File: config.mk
export PLATFORM = sky130hd
export DESIGN_NAME = pll_lock_detector
export DESIGN_NICKNAME = d
export VERILOG_FILES = /design/src/rtl/pll_ld_pkg.sv /design/src/rtl/pll_ld_ref_window.sv /design/src/rtl/pll_ld_fb_count.sv /design/src/rtl/pll_ld_state.sv /design/src/rtl/pll_lock_detector.sv
export SDC_FILE = /design/constraint.sdc
export NUM_CORES = 1
export LEC_CHECK = 0
export BUFFER_PORTS_ARGS = -buffer_cell sky130_fd_sc_hd__buf_2
export CAP_MARGIN = 30
export CORE_AREA = 2 2 39 41
export CTS_CLUSTER_SIZE = 8
export DETAILED_ROUTE_END_ITERATION = 10
export DIE_AREA = 0 0 41 43
export HOLD_SLACK_MARGIN = 0.06
export PLACE_DENSITY = 0.72
export SLEW_MARGIN = 20
export SYNTH_ARGS = -nofsm -noshare
export SYNTH_HDL_FRONTEND = slang
export SYNTH_SLANG_ARGS = --single-unit
File: constraint.sdc
create_clock -name clk -period 5.2 [get_ports clk]
set_clock_uncertainty 0.1 [all_clocks]
set_input_delay 1.04 -clock clk [delete_from_list [all_inputs] [get_ports clk]]
set_output_delay 1.04 -clock clk [all_outputs]
set_load 0.005 [all_outputs]
File: src/rtl/pll_ld_pkg.sv
package pll_ld_pkg;

  typedef enum logic {
    MODE_TIGHT   = 1'b0,
    MODE_RELAXED = 1'b1
  } ld_mode_e;

  // window length in reference ticks for a given mode
  function automatic int unsigned win_target(ld_mode_e mode, int unsigned n, int unsigned k);
    return (mode == MODE_RELAXED) ? (n + k) : n;
  endfunction

  // increment that holds at cap
  function automatic int unsigned sat_inc(int unsigned cnt, logic inc, int unsigned cap);
    if (inc && (cnt < cap)) return cnt + 1;
    return cnt;
  endfunction

endpackage

File: src/rtl/pll_ld_ref_window.sv
module pll_ld_ref_window #(
  parameter int CW = 5
) (
  input  logic          clk,
  input  logic          rst_n,
  input  logic          clear,
  input  logic          ref_tick,
  input  logic [CW-1:0] target,
  output logic          win_end
);
  logic [CW-1:0] ref_cnt;

  assign win_end = ref_tick && (ref_cnt == (target - CW'(1)));

  always_ff @(posedge clk) begin
    if (!rst_n)                 ref_cnt <= '0;
    else if (clear || win_end)  ref_cnt <= '0;
    else if (ref_tick)          ref_cnt <= ref_cnt + CW'(1);
  end
endmodule

File: src/rtl/pll_ld_fb_count.sv
module pll_ld_fb_count
  import pll_ld_pkg::*;
#(
  parameter int CW = 5
) (
  input  logic          clk,
  input  logic          rst_n,
  input  logic          clear,
  input  logic          fb_tick,
  input  logic [CW-1:0] target,
  output logic          fb_match
);
  logic [CW-1:0] fb_cnt;
  logic [CW-1:0] fb_cnt_nx;

  always_comb begin
    fb_cnt_nx = CW'(sat_inc(int'(fb_cnt), fb_tick, int'(target) + 1));
  end

  assign fb_match = (fb_cnt_nx == target);

  always_ff @(posedge clk) begin
    if (!rst_n)      fb_cnt <= '0;
    else if (clear)  fb_cnt <= '0;
    else             fb_cnt <= fb_cnt_nx;
  end
endmodule

File: src/rtl/pll_ld_state.sv
module pll_ld_state
  import pll_ld_pkg::*;
#(
  parameter int N_TIGHT = 16,
  parameter int K_EXTRA = 8,
  parameter int CW      = 5
) (
  input  logic          clk,
  input  logic          rst_n,
  input  logic          win_end,
  input  logic          fb_match,
  input  logic          force_unlock,
  output logic          locked,
  output logic          acq_pulse,
  output logic          lost_pulse,
  output logic [CW-1:0] target
);
  ld_mode_e mode;

  assign locked = (mode == MODE_RELAXED);
  assign target = CW'(win_target(mode, N_TIGHT, K_EXTRA));

  always_ff @(posedge clk) begin
    if (!rst_n) begin
      mode       <= MODE_TIGHT;
      acq_pulse  <= 1'b0;
      lost_pulse <= 1'b0;
    end else begin
      acq_pulse  <= 1'b0;
      lost_pulse <= 1'b0;
      if (force_unlock) begin
        lost_pulse <= locked;
        mode       <= MODE_TIGHT;
      end else if (win_end) begin
        acq_pulse  <= fb_match && !locked;
        lost_pulse <= !fb_match && locked;
        mode       <= fb_match ? MODE_RELAXED : MODE_TIGHT;
      end
    end
  end
endmodule

File: src/rtl/pll_lock_detector.sv
module pll_lock_detector #(
  parameter int N_TIGHT = 16,
  parameter int K_EXTRA = 8
) (
  input  logic clk,
  input  logic rst_n,
  input  logic ref_tick,
  input  logic fb_tick,
  input  logic force_unlock,
  output logic lock,
  output logic lock_acq,
  output logic lock_lost
);
  localparam int CW = $clog2(N_TIGHT + K_EXTRA + 2);

  logic [CW-1:0] target;
  logic          win_end;
  logic          fb_match;
  logic          cnt_clear;

  assign cnt_clear = force_unlock || win_end;

  pll_ld_ref_window #(.CW(CW)) u_ref (
    .clk      (clk),
    .rst_n    (rst_n),
    .clear    (force_unlock),
    .ref_tick (ref_tick),
    .target   (target),
    .win_end  (win_end)
  );

  pll_ld_fb_count #(.CW(CW)) u_fb (
    .clk      (clk),
    .rst_n    (rst_n),
    .clear    (cnt_clear),
    .fb_tick  (fb_tick),
    .target   (target),
    .fb_match (fb_match)
  );

  pll_ld_state #(.N_TIGHT(N_TIGHT), .K_EXTRA(K_EXTRA), .CW(CW)) u_st (
    .clk          (clk),
    .rst_n        (rst_n),
    .win_end      (win_end),
    .fb_match     (fb_match),
    .force_unlock (force_unlock),
    .locked       (lock),
    .acq_pulse    (lock_acq),
    .lost_pulse   (lock_lost),
    .target       (target)
  );
endmodule

# After elaboration in Yosys (flattened, before gate mapping)
# Cells that the tools add are included.
word_totals:
  ff_bits: 13
  input_bits: 5
  elab_cells: 31
op_classes:
  addsub: 4
  order_cmp: 1
  n_eq_ne: 2
  mux: 7
  bitwise_logic: 2
  reduce_logical: 10
op_table:
  columns: ["cell", "n"]
  rows:
  - ["less-than comparator 5 x 32 -> 1 bit", 1]
  - ["adder 5 x 1 -> 5 bit, second input constant", 2]
  - ["== test 5 bit", 2]
  - ["two-way mux 5 bit", 2]
  - ["adder 5 x 1 -> 6 bit, second input constant", 1]
  - ["subtractor 5 x 1 -> 5 bit, second input constant", 1]
  - ["logical AND 1 bit", 4]
  - ["two-way mux 1 bit", 4]
  - ["two-way mux 4 bit", 1]
  - ["OR reduction 2 bit", 2]
  - ["OR reduction 3 bit", 1]
  - ["zero test 1 bit", 2]
  - ["inverter 1 bit", 2]
  - ["logical OR 1 bit", 1]

# Logic depth before layout (Yosys ltp)
depth:
  word_depth: 11
  mapped_depth: 7

# Modules after synthesis
# A second synthesis with hierarchy kept.
hier_totals:
  cells_unflattened: 112
  hier_area_um2: 1013.5
by_module_without_submodules:
  columns: ["mod", "n_inst", "cells_per_inst", "area_per_inst_um2"]
  rows:
  - ["pll_ld_fb_count", 1, 58, 503.0]
  - ["pll_ld_ref_window", 1, 36, 344.1]
  - ["pll_ld_state", 1, 17, 160.2]
  - ["pll_lock_detector", 1, 1, 6.3]

# Worst setup path after synthesis
# OpenSTA, ideal clock, no wires.
synth_path:
  kind: "input to register"
  from: "in fb_tick"
  to: "reg u_st.acq_pulse"
  setup_ps: 88
  arrival_ps: 2073
  required_time_ps: 5012
  setup_slack_ps: 2939
  cell_stages: 5
  path_cell_list: "a21boi_2 > o21ai_2 > a211o_1 > a211o_1 > nor4_2"
synth_between:
  elab_chain_len: 5
synth_rtl:
  columns: ["element", "line_no", "source"]
  rows:
  - ["start: declaration", "pll_lock_detector.sv:8", "input logic fb_tick,"]
  - ["logical AND 1 bit (*)", "pll_ld_pkg.sv:15", "if (inc && (cnt < cap)) return cnt + 1;"]
  - ["two-way mux 5 bit or two-way mux 1 bit (tied branches)", "pll_ld_pkg.sv:15", null]
  - ["two-way mux 5 bit (*)", "pll_ld_pkg.sv:16", "return cnt;"]
  - ["== test 5 bit (*)", "pll_ld_fb_count.sv:20", "assign fb_match = (fb_cnt_nx == target);"]
  - ["logical AND 1 bit (*)", "pll_ld_state.sv:35", "acq_pulse <= fb_match && !locked;"]
  - ["end signal: assignment", "pll_ld_state.sv:35", null]
  - ["end: declaration", "pll_ld_state.sv:14", "output logic acq_pulse,"]
# Mark *: on every way between the ends. The rest lies on a longest branch, timed or not.
# A chain may end at the register's enable or synchronous reset.

# Worst setup path after layout
# Ends and elaborated chain as after synthesis.

==> results.txt <==
- The flow ran to the end, and the final reports show no timing, DRC or antenna violations.
- TritonCTS created 3 clock buffers.
- Routed via count: 551
* Total Routing Usage GR: between 15 and 20%
- Filler Cells Inserted: 135
- Portion of total power attributed to the clock network: approximately a third
* Seq cells post-synth: 13
* Clock transition time at the flip-flop clock pins of the worst setup and hold paths: about 0.080 ns
* Number of violations reported at the end of detailed-routing iteration 0: 9
* Proportion of register bits with asynchronous set or reset after synthesis: 0%
- Input/output buffers: 7
* Pre-Repair DR Iteration Count: 4
- Of the total synthesized cell area, the portion taken by AND, OR, NAND and NOR gates is roughly 25%.
- The signal on the critical path passes through buf_2 > a21boi_2 > o21ai_2 > a211o_1 > a211o_1 > nor4_2.
* Share of power burned in registers: 58.1%
- Sequential share of the synthesized area: between 30% and 40%
- After synthesis, the largest family of logic cells by area is simple AND/OR/NAND/NOR gates.
- Yosys Warn Count: 0
- The critical path is of the input pin to register type.
- Synth cell count leaders: sky130_fd_sc_hd__dfxtp_1 (13), sky130_fd_sc_hd__nor2_1 (13), sky130_fd_sc_hd__nand2_1 (7)
- STA classifies the critical path endpoint as a register.
- Share of power burned in combinational logic: 7.0%
- Detailed routing placed a total of 22 um of wire on met3.
- Worst path arrival time: 2.25 ns
* Synth Area in Adders: ~7.2%
* Syn Nets: 87
* Path class of the lowest-slack min-delay path: register to register
* Static leakage power: ~0.31 nW
* Measured slew at the worst slew-check pin: 0.337 ns
* Quantity of hold-fixing buffers added after cts: 0
- Among all stages on the critical path, the largest delay is contributed by sky130_fd_sc_hd__a211o_1.
* Maximum clock insertion buffer count: 2
* Total Nets Final: between 90 and 100
- Post-Synthesis Cell Area: about 690 um^2
- After routing, the total negative slack on setup checks comes to 0 ns.
- Top area cells in the synthesized netlist: sky130_fd_sc_hd__dfxtp_1 (38%), sky130_fd_sc_hd__ha_1 (7.2%), sky130_fd_sc_hd__nor2_1 (7.0%), sky130_fd_sc_hd__xor2_1 (6.3%), sky130_fd_sc_hd__xnor2_1 (5.1%)
- Maximum Capacitance Violations: 0
* Clock sinks: 13
* Synth Area in Compound Gates: 12.1%
* Hold Fails Final Rpt: 0
- Across all hold checks on the routed design, the worst slack comes to 0.441 ns.
- Headroom to the max-slew limit came out at approximately three quarters.
- Total congestion overflow after global routing: 0
- Average via count per standard cell: 5.30
* WL final: 1230 um
- VDD sags by at most 142 uV.
- In this run the power density over the cells is about 230 nW/um^2.
* Cell repeated most along the worst path: sky130_fd_sc_hd__a211o_1
- Maximum fanout count along the critical path: 5
- In this run the number of H-tree levels came out at 1.
- First-pass GRT wire length: just over 2000 um
* Unrepaired setup endpoints after global routing: no
- Final number of max-transition violations: 0
- The detailed router used layers up to and including met4.
- After floorplanning, the core was divided into 14 placement rows.
* Post-synth top area share: roughly 38%
- Antenna violations before repair: 0
- The area growth from synthesis to layout is 11.2%.
* Highest achievable clock rate: ~460 MHz
* Y dimension of the die: 43 um
- Post-Route M1 WL: 601 um
- The internal portion of the total power is 0.000136 W.
- # setup viols final: 0
- DRC errors left: 0
* Initial core utilization: approximately half
- In this run switching power makes up approximately 22% of total power.
- Of the post-synthesis cell area, the part taken by muxes is under 10%.
- Synth cell types: 28
- The analysis attributes to net switching a power of 0.0000394 W.
* Die width: approximately 40 um
* Half-perimeter wire length of the detailed placement result: slightly below 1000 um
- Diode count: 0
- The die covers around 1800 um^2.
- Dividing the detail-routed wire length by the instance count gives approximately 12 um.
* Average cell area after synthesis: 8.89 um^2
* Share of post-route cells with drive strength above 1: roughly 17%
- The via count of the first global-routing pass was around 540.
- In the finished design, the share of the clock period the worst path needs comes to 41.6%.
* Main flop type after synthesis: sky130_fd_sc_hd__dfxtp_1
* CTS resizes: 0
* Root buffer selected by CTS: sky130_fd_sc_hd__clkbuf_4
- At the end of routability-driven placement, the weighted congestion stood at around 0.76.
- CTS tree: done
- After technology mapping, the gate count stands at 78.
* Pin count of the biggest net entering global routing: 10
- The worst path needs 2.16 ns of the cycle, external delays included.
* Xor and xnor fraction of the mapped netlist area: between 10 and 15%
* Standard cell core area: ~1400 um^2
- Max stage delay on crit path: 0.32 ns
- The synthesized design contains 0 enable-type register cells.
- Post-CTS Setup Repair Bufs: 0
* Required time reported for the critical path endpoint: 5.29 ns
- Of all cell types, the one taking the most synthesized area is sky130_fd_sc_hd__dfxtp_1.
- Amount of wire on met2 after detailed routing: between 500 and 600 um
- Startpoint type of the worst setup path: input pin
* Worst-skew pair later-pin latency: 0.27 ns
- Number of nets with antenna violations after detailed routing: 0
- Ports: 8
[path summary, 6_finish.rpt]
check / cells after the start / to / from / slack (ns)
worst min-delay path: 2 / u_ref.ref_cnt[1] / u_ref.ref_cnt[1] / 0.44
worst max-delay path: 6 / u_st.acq_pulse / fb_tick / 3.04
worst min register to register: 2 / u_ref.ref_cnt[1] / u_ref.ref_cnt[1] / 0.44
worst max register to register: 7 / u_st.acq_pulse / u_st.locked / 3.06
[logic make-up (layout without fill, tap and decap cells)]
family / Yosys count / after routing
flip-flops: 13 / 13
multiplexers: 3 / 3
adder cells (fa/ha/maj): 4 / 4
AND/OR/NAND/NOR: 34 / 34
XOR/XNOR: 9 / 9
buffers and inverters: 5 / 15
AO/OA/AOI/OAI: 10 / 10
[area by class of cell]
type | instances | area, um^2 | share of cell area, %
Inverter | 4 | 15.0 | 1.95
Tap cell | 16 | 20.0 | 2.60
Sequential cell | 13 | 260 | 33.8
Clock buffer | 4 | 26.3 | 3.41
Timing Repair Buffer | 7 | 35.0 | 4.55
Multi-Input combinational cell | 60 | 414 | 53.7
[power by group through the flow]
stage	sequential, W	clock [W]	combinational [W]
floorplan	0.000104	0	0.00000894
global placement	0.000104	0	0.0000121
detailed placement	0.000104	0	0.0000122
CTS	0.000102	0.0000643	0.0000122
global route	0.000102	0.0000683	0.0000139
finish	0.000102	0.0000613	0.0000122
[layer usage]
metal / GRT usage, % / up-vias
met3: 3.14 / 2
met1: 21.1 / 251
li1: - / 295
met4: 12.0 / 0
met2: 25.9 / 3
met5: 0 / -
[critical path, delay by kind of cell]
kind	cells	cell delay, ns
buf+inv	1	0.09
compound gates	4	0.91
simple gates	1	0.20
[layout by cell type (no fill, tap or decap), types with 2 or more instances in the layout]
cell type | synthesis | final
sky130_fd_sc_hd__mux2i_1 | 2 | 2
sky130_fd_sc_hd__dfxtp_1 | 13 | 13
sky130_fd_sc_hd__clkbuf_4 | 0 | 3
sky130_fd_sc_hd__nand4_1 | 4 | 4
sky130_fd_sc_hd__xor2_1 | 5 | 5
sky130_fd_sc_hd__ha_1 | 4 | 4
sky130_fd_sc_hd__nor3_1 | 2 | 2
sky130_fd_sc_hd__xnor2_1 | 4 | 4
sky130_fd_sc_hd__buf_2 | 0 | 7
sky130_fd_sc_hd__nor2_1 | 13 | 13
sky130_fd_sc_hd__nand2b_1 | 2 | 2
sky130_fd_sc_hd__nand2_1 | 7 | 7
sky130_fd_sc_hd__inv_1 | 4 | 4
sky130_fd_sc_hd__a211o_1 | 2 | 2
[registers in the layout, indices dropped and copies added (netlist names)]
name / cells
u_st.lost_pulse: 1
u_fb.fb_cnt: 5
u_st.locked: 1
u_ref.ref_cnt: 5
u_st.acq_pulse: 1
[through the flow]
stage,total power (W),util [%],setup slack (ns),area (um^2),cells
final,0.000175,55.7,3.04,771,104
after global routing,0.000184,55.7,2.92,771,104
after CTS,0.000178,55.7,3.05,771,104
after detailed placement,0.000116,53.8,2.76,744,100
after global placement,0.000116,53.8,2.80,744,100
after floorplan,0.000113,-,2.94,693,78
(Power assumes the default switching activity.)
